File: config.mk
export PLATFORM = sky130hd
export DESIGN_NAME = deskew_ctrl
export DESIGN_NICKNAME = d
export VERILOG_FILES = /design/src/rtl/deskew_pkg.sv /design/src/rtl/deskew_detect.sv /design/src/rtl/deskew_pulse.sv /design/src/rtl/deskew_therm.sv /design/src/rtl/deskew_lock.sv /design/src/rtl/deskew_ctrl.sv
export SDC_FILE = /design/constraint.sdc
export NUM_CORES = 1
export LEC_CHECK = 0
export ABC_AREA = 0
export ABC_CLOCK_PERIOD_IN_PS = 2100
export BUFFER_PORTS_ARGS = -buffer_cell sky130_fd_sc_hd__buf_2
export CAP_MARGIN = 10
export CORE_MARGIN = 1
export CORE_UTILIZATION = 50
export DETAILED_ROUTE_END_ITERATION = 8
export HOLD_SLACK_MARGIN = 0.05
export PLACE_DENSITY = 0.83
export SYNTH_ARGS = -nofsm -noshare
export SYNTH_HDL_FRONTEND = slang
export SYNTH_SLANG_ARGS = --single-unit
File: constraint.sdc
create_clock -name clk_i -period 2.1 [get_ports clk_i]
set_input_delay 0.21 -clock clk_i [delete_from_list [all_inputs] [get_ports clk_i]]
set_output_delay 0.21 -clock clk_i [all_outputs]
set_load 0.1 [all_outputs]
File: src/rtl/deskew_pkg.sv
package deskew_pkg;
  typedef enum logic [1:0] {DEC_HOLD = 2'd0, DEC_UP = 2'd1, DEC_DN = 2'd2} dec_e;
  localparam int unsigned PULSE_CYC = 2;
endpackage

File: src/rtl/deskew_detect.sv
module deskew_detect
  import deskew_pkg::*;
#(
  parameter int TUNE_RANGE = 60,
  parameter int N_BITS     = 4,
  parameter int SKEW_W     = 12
) (
  input  logic signed [SKEW_W-1:0] skew_i,
  output dec_e                     dec_o
);
  localparam int STEP   = TUNE_RANGE / (N_BITS - 1);
  localparam int THRESH = (3 * STEP) / 2;

  always_comb begin
    if (int'(skew_i) > THRESH)       dec_o = DEC_DN;
    else if (int'(skew_i) < -THRESH) dec_o = DEC_UP;
    else                             dec_o = DEC_HOLD;
  end
endmodule

File: src/rtl/deskew_pulse.sv
module deskew_pulse
  import deskew_pkg::*;
(
  input  logic clk_i,
  input  logic rst_ni,
  input  logic valid_i,
  input  dec_e dec_i,
  output logic accept_o,
  output logic step_up_o,
  output logic step_dn_o,
  output logic active_o,
  output logic up_o,
  output logic down_o
);
  localparam int CNT_W = $clog2(PULSE_CYC + 1);

  logic             active_q;
  logic             dir_up_q;
  logic [CNT_W-1:0] cnt_q;
  logic             start;

  assign accept_o  = valid_i && !active_q;
  assign start     = accept_o && (dec_i != DEC_HOLD);
  assign step_up_o = start && (dec_i == DEC_UP);
  assign step_dn_o = start && (dec_i == DEC_DN);

  always_ff @(posedge clk_i or negedge rst_ni) begin
    if (!rst_ni) begin
      active_q <= 1'b0;
      dir_up_q <= 1'b0;
      cnt_q    <= '0;
    end else if (start) begin
      active_q <= 1'b1;
      dir_up_q <= (dec_i == DEC_UP);
      cnt_q    <= CNT_W'(PULSE_CYC - 1);
    end else if (active_q) begin
      if (cnt_q == '0) active_q <= 1'b0;
      else             cnt_q    <= cnt_q - 1'b1;
    end
  end

  assign active_o = active_q;
  assign up_o     = active_q && dir_up_q;
  assign down_o   = active_q && !dir_up_q;
endmodule

File: src/rtl/deskew_therm.sv
module deskew_therm #(
  parameter int N_BITS = 4
) (
  input  logic              clk_i,
  input  logic              rst_ni,
  input  logic              step_up_i,
  input  logic              step_dn_i,
  output logic [N_BITS-1:0] therm_o,
  output logic              clip_o
);
  localparam logic [N_BITS-1:0] MID_CODE = N_BITS'((1 << (N_BITS / 2)) - 1);

  logic [N_BITS-1:0] therm_q;
  logic              clip_q;

  always_ff @(posedge clk_i or negedge rst_ni) begin
    if (!rst_ni) begin
      therm_q <= MID_CODE;
      clip_q  <= 1'b0;
    end else if (step_up_i) begin
      clip_q <= therm_q[N_BITS-1];
      if (!therm_q[N_BITS-1]) therm_q <= {therm_q[N_BITS-2:0], 1'b1};
    end else if (step_dn_i) begin
      clip_q <= !therm_q[0];
      if (therm_q[0]) therm_q <= {1'b0, therm_q[N_BITS-1:1]};
    end
  end

  assign therm_o = therm_q;
  assign clip_o  = clip_q;
endmodule

File: src/rtl/deskew_lock.sv
module deskew_lock
  import deskew_pkg::*;
(
  input  logic clk_i,
  input  logic rst_ni,
  input  logic accept_i,
  input  dec_e dec_i,
  output logic locked_o
);
  logic [1:0] run_q;

  always_ff @(posedge clk_i or negedge rst_ni) begin
    if (!rst_ni) begin
      run_q    <= '0;
      locked_o <= 1'b0;
    end else if (accept_i) begin
      if (dec_i == DEC_HOLD) begin
        if (run_q != 2'd2) run_q <= run_q + 1'b1;
        locked_o <= (run_q != 2'd0);
      end else begin
        run_q    <= '0;
        locked_o <= 1'b0;
      end
    end
  end
endmodule

File: src/rtl/deskew_ctrl.sv
module deskew_ctrl
  import deskew_pkg::*;
#(
  parameter int TUNE_RANGE = 60,
  parameter int N_BITS     = 4,
  parameter int SKEW_W     = 12
) (
  input  logic                     clk_i,
  input  logic                     rst_ni,
  input  logic                     skew_valid_i,
  input  logic signed [SKEW_W-1:0] skew_i,
  output logic                     up_o,
  output logic                     down_o,
  output logic [N_BITS-1:0]        therm_o,
  output logic                     locked_o,
  output logic                     sat_o
);
  dec_e dec;
  logic accept, step_up, step_dn, active, clip;

  deskew_detect #(.TUNE_RANGE(TUNE_RANGE), .N_BITS(N_BITS), .SKEW_W(SKEW_W)) u_detect (
    .skew_i (skew_i),
    .dec_o  (dec)
  );

  deskew_pulse u_pulse (
    .clk_i     (clk_i),
    .rst_ni    (rst_ni),
    .valid_i   (skew_valid_i),
    .dec_i     (dec),
    .accept_o  (accept),
    .step_up_o (step_up),
    .step_dn_o (step_dn),
    .active_o  (active),
    .up_o      (up_o),
    .down_o    (down_o)
  );

  deskew_therm #(.N_BITS(N_BITS)) u_therm (
    .clk_i     (clk_i),
    .rst_ni    (rst_ni),
    .step_up_i (step_up),
    .step_dn_i (step_dn),
    .therm_o   (therm_o),
    .clip_o    (clip)
  );

  deskew_lock u_lock (
    .clk_i    (clk_i),
    .rst_ni   (rst_ni),
    .accept_i (accept),
    .dec_i    (dec),
    .locked_o (locked_o)
  );

  assign sat_o = clip && active;
endmodule

==> metrics.md <==
| Metric | Value |
|---|---|
| Most instantiated cells after synthesis | `dfrtp_1, nand2_1, inv_1` |
| M1 GR Usage | `0.292` |
| Synth warn | `0` |
| FMAX | `579 MHz` |
| FILL cells | `88` |
| Final #Nets | `approximately 120` |
| DR DRC count | `0` |
| Die X | `38.4 um` |
| Row cnt | `12` |
| Starting DRC count in detailed routing | `15` |
| # hold bufs at CTS | `1` |
| Die area | `around 1500 sq um` |
| Core footprint | `1170 sq um` |
| Worst Path Required | `around 2.3 ns` |
| Post-layout min period | `1.73 ns` |
| Avg Inst Size Synth | `around 9.4 sq um` |
| Max cap viols | `0` |
| Placer Congestion | `between 0.7 and 0.8` |
| Unique masters post-synth | `29` |
| Routed Antenna Nets | `0` |
| Mapped Nets | `88` |
| Crit share post-route | `0.822` |
| HP Class | `primary input to flop` |
| Sequential area share after synthesis | `0.458` |
| Worst setup EP type | `flop` |
| RSZ-0062 raised after global routing | `false` |
| TritonCTS Sinks | `12` |
| Fin. max-slew vios | `0` |
| Worst slew pin tran | `between 0.6 and 0.7 ns` |
| CTS tree | `yes` |
| Post-synth EDFFs | `0` |
| Grt peak-use layer | `met2` |
| Reg2reg path depth | `4` |
| Crit path cell chain | `nand2b_1, or4b_1, a32oi_1, nand2_1` |
| Crit. path cell count | `4` |
| GR Util met3 | `0.0523` |
| Vias in the first global route | `~530` |
| Vias/cell | `around 5.5` |
| Critical Path Max Stage Delay | `roughly 0.56 ns` |
| Largest net degree at the start of global routing | `13` |
| Drt first pass iters | `4` |
| Root Driver | `clkbuf_4` |
| Final Skew | `0.00276 ns` |
| Syn Inst Count | `70` |
| CP Launch Point | `u_pulse.active_o$_DFF_PN0_` |
| R2R Setup Slk | `about 0.37 ns` |
| Ys async rst share | `1.00` |
| Crit Path Class | `flop to flop` |
| Post-synth top area share | `0.379` |
| Relative slew margins | `0.551` |
| Most common cell in the netlist | `dfrtp_1` |
| Cts repair resizes | `0` |
| Synth top area cells | `dfrtp_1, dfstp_2, ha_1` |
| Total Wirelength | `1460 um` |
| H-tree level count | `1` |
| Setup violations, final | `0` |
| WP data arrival | `between 1.5 and 2 ns` |
| Setup bufs post-CTS | `0` |
| GR Util met2 | `0.373` |
| DR vias | `between 600 and 700` |
| Post-Syn Area | `between 600 and 700 sq um` |
| Reg-to-reg critical path startpoint | `u_pulse.active_o$_DFF_PN0_` |
| CP max FO | `6` |
| Detailed placement HPWL | `1100 um` |
| First-pass GRT wire length | `between 2000 and 2500 um` |
| Critical R2R Capture | `u_therm.therm_o[2]$_DFFE_PN0P_` |
| Maximum clock insertion buffer count | `2` |
| Clk_lat worst skew | `roughly 0.27 ns` |
| Worst setup SP type | `flop` |
| Share of cells above drive strength 1 | `0.309` |
| Status | `completed` |
| Cell taking the most area after synthesis | `dfrtp_1` |
| Die height | `around 38 um` |
| IO Count | `23` |
| Total CTS buffers | `3` |
| Port Buf Inserts | `22` |
| Critical Path Sink | `u_therm.therm_o[2]$_DFFE_PN0P_` |
| Dominant register cell in the synthesized netlist | `dfrtp_1` |
| Slowest CP cell | `or4b_1` |
| Antenna diode count | `0` |
| Crit path buffers/inverters | `0` |
| TNS Setup | `0 ns` |
| Clk slew on worst S/H paths | `roughly 0.08 ns` |
| Grt ovf | `0` |
| Yosys reg bits | `12` |
| Cell family with the largest share of critical-path delay | `simple AND/OR/NAND/NOR gates` |
| Fin. Hold Viols | `0` |
| Layout area overhead | `24.8%` |
| Overall routing resource usage | `0.231` |
| Initial core utilization | `0.564` |
| Initial antenna violation count | `0` |
| Routed len/inst | `roughly 13 um` |
==> flip-flops by register name, indices dropped and copies added (netlist names) <==
signal	flops
u_pulse.dir_up_q	1
u_pulse.cnt_q	2
u_therm.therm_o	4
u_therm.clip_o	1
u_lock.run_q	2
u_pulse.active_o	1
u_lock.locked_o	1
==> routing by layer <==
metal  part of all wire  vias to the layer above
li1                   -                      303
met1               0.48                      290
met2               0.48                       15
met3              0.026                        5
met4              0.016                        0
met5                  0                        -
==> cells by family after synthesis <==
group,share of synthesized area
AO/OA/AOI/OAI,0.131
XOR/XNOR,0.0133
adder cells (fa/ha/maj),0.0568
buffers and inverters,0.0341
flip-flops,0.458
multiplexers,0.0322
AND/OR/NAND/NOR,0.275
==> layout by cell type (no fill, tap or decap), drive strengths merged <==
master,count
buf,22
dfrtp,10
nand2,8
inv,6
nor2,5
a21oi,4
clkbuf,4
and2,3
nor2b,3
nor3,3
o21ai,3
ha,3
nor4,2
nand2b,2
dfstp,2
or2,2
nand3,1
o211a,1
nand4,1
mux2i,1
o311ai,1
or3,1
mux2,1
nor4b,1
or4b,1
xnor2,1
a211oi,1
a22o,1
o31ai,1
a32oi,1
dlygate4sd3,1
==> per-stage QoR <==
step,instance area (sq um),util,hold slack [ns],worst slack (ns),instances
after global placement,788,0.673,0.0982,0.524,106
after floorplan,661,-,-0.0856,0.164,70
after global routing,825,0.704,0.310,0.324,111
final,825,0.704,0.273,0.373,111
after detailed placement,788,0.673,0.101,0.433,106
after CTS,825,0.704,0.277,0.411,111
==> worst min path at each step <==
stage / from / end / slack, ns / cells past startpoint
floorplan: rst_ni / u_lock.locked_o$_DFFE_PN0P_ / -0.09 / 0
global placement: rst_ni / u_pulse.active_o$_DFF_PN0_ / 0.1 / 1
detailed placement: rst_ni / u_therm.therm_o[2]$_DFFE_PN0P_ / 0.10 / 1
CTS: skew_i[11] / u_therm.therm_o[3]$_DFFE_PN0P_ / 0.28 / 3
global route: skew_i[11] / u_therm.therm_o[3]$_DFFE_PN0P_ / 0.31 / 3
finish: skew_i[11] / u_therm.therm_o[3]$_DFFE_PN0P_ / 0.27 / 3
==> worst reg2reg max path, delay by kind of cell, from the launching register on <==
family	cells	cell delay, ns
AOI/OAI and AO/OA	1	0.27
DFF	1	0.43
and+or+nand+nor	3	0.91
==> layout make-up <==
| cell class | instances | area, sq um | share of cell area |
|---|---|---|---|
| Clock buffer | 4 | 26.3 | 0.0319 |
| Tap cell | 14 | 17.5 | 0.0212 |
| Inverter | 6 | 22.5 | 0.0273 |
| Multi-Input combinational cell | 52 | 335 | 0.407 |
| Sequential cell | 12 | 303 | 0.367 |
| Timing Repair Buffer | 23 | 120 | 0.146 |
Power is not shown: default switching activity piles up to over one toggle a cycle in this logic, so the estimate is an artifact.
